File: src/rtl/rso_pkg.sv
package rso_pkg;

    // Read latency in cycles after the access cycle, one value per read mode.
    typedef enum logic [0:0] {
        LAT_FLOW = 1'b0,
        LAT_PIPE = 1'b1
    } rso_lat_e;

    typedef struct packed {
        rso_lat_e lat;
        logic     dual;
    } rso_mode_t;

    // Largest read latency plus the extra deselect stage plus the current cycle.
    localparam int unsigned RSO_MAX_LAT = 1;
    localparam int unsigned RSO_HIST_D  = RSO_MAX_LAT + 2;

    function automatic rso_mode_t rso_mk_mode(input logic pipe, input logic dual);
        rso_mode_t m;
        m.lat  = pipe ? LAT_PIPE : LAT_FLOW;
        m.dual = dual;
        return m;
    endfunction

    // Drive request from the read history: the read whose data is due now,
    // or, in dual-cycle mode, the read one cycle older than that.
    function automatic logic rso_want_drive(input rso_mode_t m,
                                            input logic [RSO_HIST_D-1:0] h);
        logic due_now;
        logic due_prev;
        if (m.lat == LAT_PIPE) begin
            due_now  = h[1];
            due_prev = h[2];
        end else begin
            due_now  = h[0];
            due_prev = h[1];
        end
        return due_now | (m.dual & due_prev);
    endfunction

endpackage

File: src/rtl/rso_cmd_hist.sv
module rso_cmd_hist #(
    parameter int unsigned DEPTH = 3
) (
    input  logic             clk,
    input  logic             rst,
    input  logic             rd_in,
    output logic [DEPTH-1:0] hist
);
    assign hist[0] = rd_in;

    for (genvar i = 1; i < DEPTH; i++) begin : g_stage
        logic stage_q;
        always_ff @(posedge clk) begin
            if (rst) stage_q <= 1'b0;
            else     stage_q <= hist[i-1];
        end
        assign hist[i] = stage_q;
    end
endmodule

File: src/rtl/rso_out_reg.sv
module rso_out_reg #(
    parameter int unsigned DATA_W = 36
) (
    input  logic              clk,
    input  logic              rst,
    input  logic              cap,
    input  logic              bypass,
    input  logic [DATA_W-1:0] d,
    output logic [DATA_W-1:0] q
);
    logic [DATA_W-1:0] held_q;

    always_ff @(posedge clk) begin
        if (rst)      held_q <= '0;
        else if (cap) held_q <= d;
    end

    // Bypass lets a flow-through read reach the bus in its own cycle.
    assign q = bypass ? d : held_q;
endmodule

File: src/rtl/rso_drive_ctl.sv
module rso_drive_ctl
    import rso_pkg::*;
(
    input  logic                  rst,
    input  logic                  oe,
    input  rso_mode_t             mode,
    input  logic [RSO_HIST_D-1:0] hist,
    output logic                  en
);
    logic want;

    always_comb begin
        want = rso_want_drive(mode, hist);
        en   = oe & ~rst & want;
    end
endmodule

File: src/rtl/rso_read_out.sv
module rso_read_out
    import rso_pkg::*;
#(
    parameter int unsigned DATA_W = 36
) (
    input  logic              clk,
    input  logic              rst,
    input  logic              cfg_pipe,
    input  logic              cfg_dual,
    input  logic              oe,
    input  logic              acc_read,
    input  logic [DATA_W-1:0] arr_data,
    output logic [DATA_W-1:0] dq_out,
    output logic              dq_en
);
    localparam int unsigned HD = RSO_HIST_D;

    rso_mode_t   mode;
    logic [HD-1:0] hist;
    logic        bypass;

    assign mode   = rso_mk_mode(cfg_pipe, cfg_dual);
    assign bypass = (mode.lat == LAT_FLOW) & acc_read;

    rso_cmd_hist #(.DEPTH(HD)) u_hist (
        .clk   (clk),
        .rst   (rst),
        .rd_in (acc_read),
        .hist  (hist)
    );

    rso_out_reg #(.DATA_W(DATA_W)) u_oreg (
        .clk    (clk),
        .rst    (rst),
        .cap    (acc_read),
        .bypass (bypass),
        .d      (arr_data),
        .q      (dq_out)
    );

    rso_drive_ctl u_ctl (
        .rst  (rst),
        .oe   (oe),
        .mode (mode),
        .hist (hist),
        .en   (dq_en)
    );
endmodule

File: config.mk
export PLATFORM = sky130hd
export DESIGN_NAME = rso_read_out
export DESIGN_NICKNAME = d
export VERILOG_FILES = /design/src/rtl/rso_pkg.sv /design/src/rtl/rso_cmd_hist.sv /design/src/rtl/rso_out_reg.sv /design/src/rtl/rso_drive_ctl.sv /design/src/rtl/rso_read_out.sv
export SDC_FILE = /design/constraint.sdc
export NUM_CORES = 1
export LEC_CHECK = 0
export BUFFER_PORTS_ARGS = -buffer_cell sky130_fd_sc_hd__buf_2
export CAP_MARGIN = 10
export CORE_ASPECT_RATIO = 2
export CORE_MARGIN = 1
export CORE_UTILIZATION = 52
export CTS_BUF_LIST = sky130_fd_sc_hd__clkbuf_8
export CTS_CLUSTER_DIAMETER = 60
export DETAILED_ROUTE_END_ITERATION = 8
export PLACE_DENSITY = 0.81
export SLEW_MARGIN = 25
export SYNTH_ARGS = -nofsm -noshare
export SYNTH_HDL_FRONTEND = slang
export SYNTH_SLANG_ARGS = --single-unit
File: constraint.sdc
create_clock -name clk -period 2.34 [get_ports clk]
set_clock_uncertainty 0.1 [all_clocks]
set_input_delay 0.351 -clock clk [delete_from_list [all_inputs] [get_ports clk]]
set_output_delay 0.351 -clock clk [all_outputs]
set_load 0.03 [all_outputs]
Word-level counts from Yosys, hierarchy flattened
Cells that the tools add are included.

storage, ports and cells
  output and inout bits = 37
  flip-flop bits (word level) = 38
  word-level logic and storage cells = 14

cells by class
  muxes and demuxes = 4
  bitwise gates (word level) = 7

operators by type and width
  kind         count
  $mux 36      1
  $and 1x1->1  4
  $mux 1       3
  $not 1->1    2
  $or 1x1->1   1

Longest topological paths before layout
  word-level depth = 5
  gate-level depth with buffers = 4

By module
From an unflattened synthesis, not the netlist that was laid out.

unflattened totals
  cell total of the unflattened synthesis = 169
  area total of the unflattened synthesis = 2,005.7 um^2

by module, submodules not included
  module         sequential area each (um^2)  instances  cells an instance  area each (um^2)
  rso_out_reg    720.7                        1          156                1,880.6
  rso_cmd_hist   40.0                         1          7                  75.1
  rso_drive_ctl  0.0                          1          5                  36.3
  rso_read_out   0.0                          1          1                  13.8

Least setup slack after synthesis
Ideal clock, no wire load.

  path type = in2out
  start point = input acc_read
  end point = output dq_out[10]
  stages on the path = 4
  buffers on the path = 2
  arrival = 1.117 ns
  slack = 0.772 ns
  required time = 1.889 ns
  cells stage by stage = nor2b_4 > buf_6 > buf_12 > mux2_4

between the ends
  word-level cells in the longest chain between the ends = 2

RTL lines
  what         line                text
  from (decl)  rso_read_out.sv:11  input logic acc_read,
  $and 1x1->1  rso_read_out.sv:23  assign bypass = (mode.lat == LAT_FLOW) & acc_read;
  $mux 36      rso_out_reg.sv:19   assign q = bypass ? d : held_q;
  to (decl)    rso_read_out.sv:13  output logic [DATA_W-1:0] dq_out,

No other way between the ends.

Worst setup path after layout
  start point = input cfg_pipe
  end point = output dq_out[35]

between the ends
  word-level cells in the longest chain between the ends = 4

RTL lines
  what         line                text
  from (decl)  rso_read_out.sv:8   input logic cfg_pipe,
  $mux 1       rso_pkg.sv:20       m.lat = pipe ? LAT_PIPE : LAT_FLOW;
  $not 1->1    rso_read_out.sv:23
  $and 1x1->1  rso_read_out.sv:23
  $mux 36      rso_out_reg.sv:19

No other way between the ends.

==> summary.txt <==
Run status
  – Outcome: completed

Pwr
  – Comb power frac: 25.3%
  – Lkg Pwr: 1.29 nW
  – Maximum vdd drop: 0.000589 V
  – Int Power: roughly 0.0011 W
  – Sequential Power Share: roughly 46%
  – Pwr/cell area: between 600 and 700 mW/mm^2
  – Clock network power share: 29.1%
  – Sw Share: 29.2%
  – Switching pwr: about 0.00045 W

Finish
  – Layout Cells excl Fill: 291
  – # diodes: 0
  – Fill count: ~310
  – Share of cells above drive strength 1: 49.2%
  – Area added between synthesis and finish: 23.0%
  – Utilization after layout: roughly 67%
  – Nets: ~280

Drt
  – Vias: roughly 1400
  – Number of remaining DRC errors: 0
  – Routed len/inst: around 12 microns
  – DRT iter0 DRCs: 30
  – Final wirelength: approximately 3600 microns
  – Initial DRT Pass Iterations: 3
  – Via/cell ratio: 4.92
  – Post-route ant nets: 0

Min path
  – Hold Crit Class: input pin to register

Critical path
  – Critical Path End Type: output port
  – WS Path Type: input pin to output port
  – Startpoint types: input pin
  – Crit path DAT: ~1400 ps
  – Crit path required time: 1890 ps
  – Critical path fanouts, max: 37

Timing
  – Setup repair after global routing missed its margin: no
  – Hold Violations, Final: 0
  – Setup violators final: 0
  – PnR worst setup slack: 462 ps
  – Final min period: between 1500 and 2000 ps
  – Slew Viols, Final: 0
  – Period utilization: about four fifths
  – Worst-case hold slack: 218 ps
  – F_max: between 500 and 600 MHz
  – Slew HR: about three fifths
  – Worst Max-Slew Pin Slew: between 600 and 700 ps
  – Setup TNS: 0 ps

Place
  – IO buf count: between 70 and 80
  – Hpwl dp: 2560 microns
  – Pre-CTS worst setup slack: between 400 and 500 ps
  – Placed Cells: 283
  – Gpl congestion: approximately 0.66

Logic synthesis
  – Synth unique cells: 16
  – Share of the yosys chip area belonging to registers: roughly two fifths
  – Synthesized flop and latch total: 38
  – Syn Std Cell Area: about 0.0020 sq mm
  – Synth Instances: approximately 170
  – Number of synthesis warnings: 0
  – Syn Nets: 207
  – Synth Area per Inst: approximately 12 sq um

Clocking
  – Clk buf depth: 2
  – Post-CTS Setup Inserts: 0
  – CTS tree: yes
  – Clk_lat worst skew: between 200 and 300 ps
  – Clk slew on worst S/H paths: roughly 70 ps
  – PostCTS Resize Cnt: 0
  – Hold buffer count at CTS: 0
  – Clock root buffer: clkbuf_8
  – Total CTS buffers: 5
  – Sink Count: 38
  – H-tree levels: 2

Global routing
  – Initial antenna violation count: 0
  – First-pass GRT wire length: between 5000 and 6000 microns
  – Congestion Overflow GR: 0
  – GR Layer Usage met3: around 5.3%
  – Met1 usage: between 15 and 20%
  – GR Util All Layers: around a fifth
  – Number of global-route vias before repair: 1442
  – Largest net degree at the start of global routing: 39
  – Busiest metal layer after global routing: met2
  – Grt met2 use: 37.0%

Flow run
  – Max Cap Violations: 0

Floorplanning
  – Core Area: approximately 0.0036 sq mm
  – Die area: between 0.004 and 0.005 sq mm
  – IO Count: roughly 80
  – Die width: between 40 and 50 microns
  – Initial core utilization: a little over half
  – Row cnt: 31
  – Die Y: around 89 microns
## Yosys cell counts
cell type  count  share of area (%)
mux2_1         6                3.5
inv_1          1               0.19
mux2_4        30                 23
nor2b_1        2               0.64
nor2b_4        1               0.70
nor2_1        36                6.9
buf_6          4                2.3
dfxtp_1       38                 39
o311a_1        1               0.51
and3_1         1               0.32
buf_4          1               0.38
buf_2          1               0.26
mux2i_1       36                 18
o21a_1         1               0.38
clkbuf_1       3               0.58
buf_12         3                3.1
## cells in the final DEF (no fill, tap or decap)
cell type  Yosys  routed
nor2_1        36      36
mux2_4        30      30
mux2_1         6       6
o21a_1         1       1
nor2b_4        1       1
mux2i_1       36      36
inv_1          1       2
o311a_1        1       1
clkinv_2       0       1
buf_2          1      78
and3_1         1       1
dfxtp_1       38      38
nor2b_1        2       2
buf_12         3       1
buf_4          1       2
clkbuf_8       0       6
## final cells by class
cell class              instances  area, sq um  share of cell area (%)
multi-input cells             114         1060                    44.2
flip-flops and latches         38          761                    31.6
inverters                       1         3.75                   0.156
clock buffers                   6         82.6                    3.43
clock inverters                 2         8.76                   0.364
well taps                      49         61.3                    2.55
repair buffers                 81          425                    17.7
## sequential cells by signal, summed over array words and instances, names as in the netlist
register / cells
u_hist.g_stage.stage_q: 2
u_oreg.held_q: 36
## metal layers
metal  routed length (microns)  vias up
li1                          -      712
met3                       203        6
met2                      1930       56
met1                      1400      657
met4                        70        0
met5                         0        -
## logic make-up after synthesis
logic type	synth area share, %
mux	44.9
buf+inv	6.78
simple gates	8.57
compound gates	0.895
flops	38.9
## per-stage QoR
stage | instance area (sq um) | total power [W]
after floorplan | 1960 | 0.00102
after global placement | 2310 | 0.00110
after detailed placement | 2310 | 0.00111
after CTS | 2410 | 0.00157
after global routing | 2410 | 0.00162
final | 2410 | 0.00154
## worst paths after layout
path                                           startpoint                   endpoint  slack (ps)  depth (start not counted)
worst max-delay path                             cfg_pipe                 dq_out[35]         460                          5
worst min-delay path                          arr_data[1]           u_oreg.held_q[1]         220                          3
worst max register to register          u_oreg.held_q[16]          u_oreg.held_q[16]        1620                          2
worst min register to register  u_hist.g_stage[1].stage_q  u_hist.g_stage[2].stage_q         380                          1
## power by group through the flow
stage                     clock network [W]  registers, W  logic [W]
final                              0.000448      0.000703   0.000389
after floorplan                           0      0.000713   0.000302
after global routing               0.000494      0.000707   0.000418
after CTS                          0.000469      0.000703   0.000394
after global placement                    0      0.000716   0.000387
after detailed placement                  0      0.000718   0.000393
## worst max-delay path, stage by stage
cell     delay (ps)
buf_2           120
nor2b_4         120
buf_12          270
mux2_1          360
buf_2           180
No activity file was read; power rests on OpenSTA's default activity.
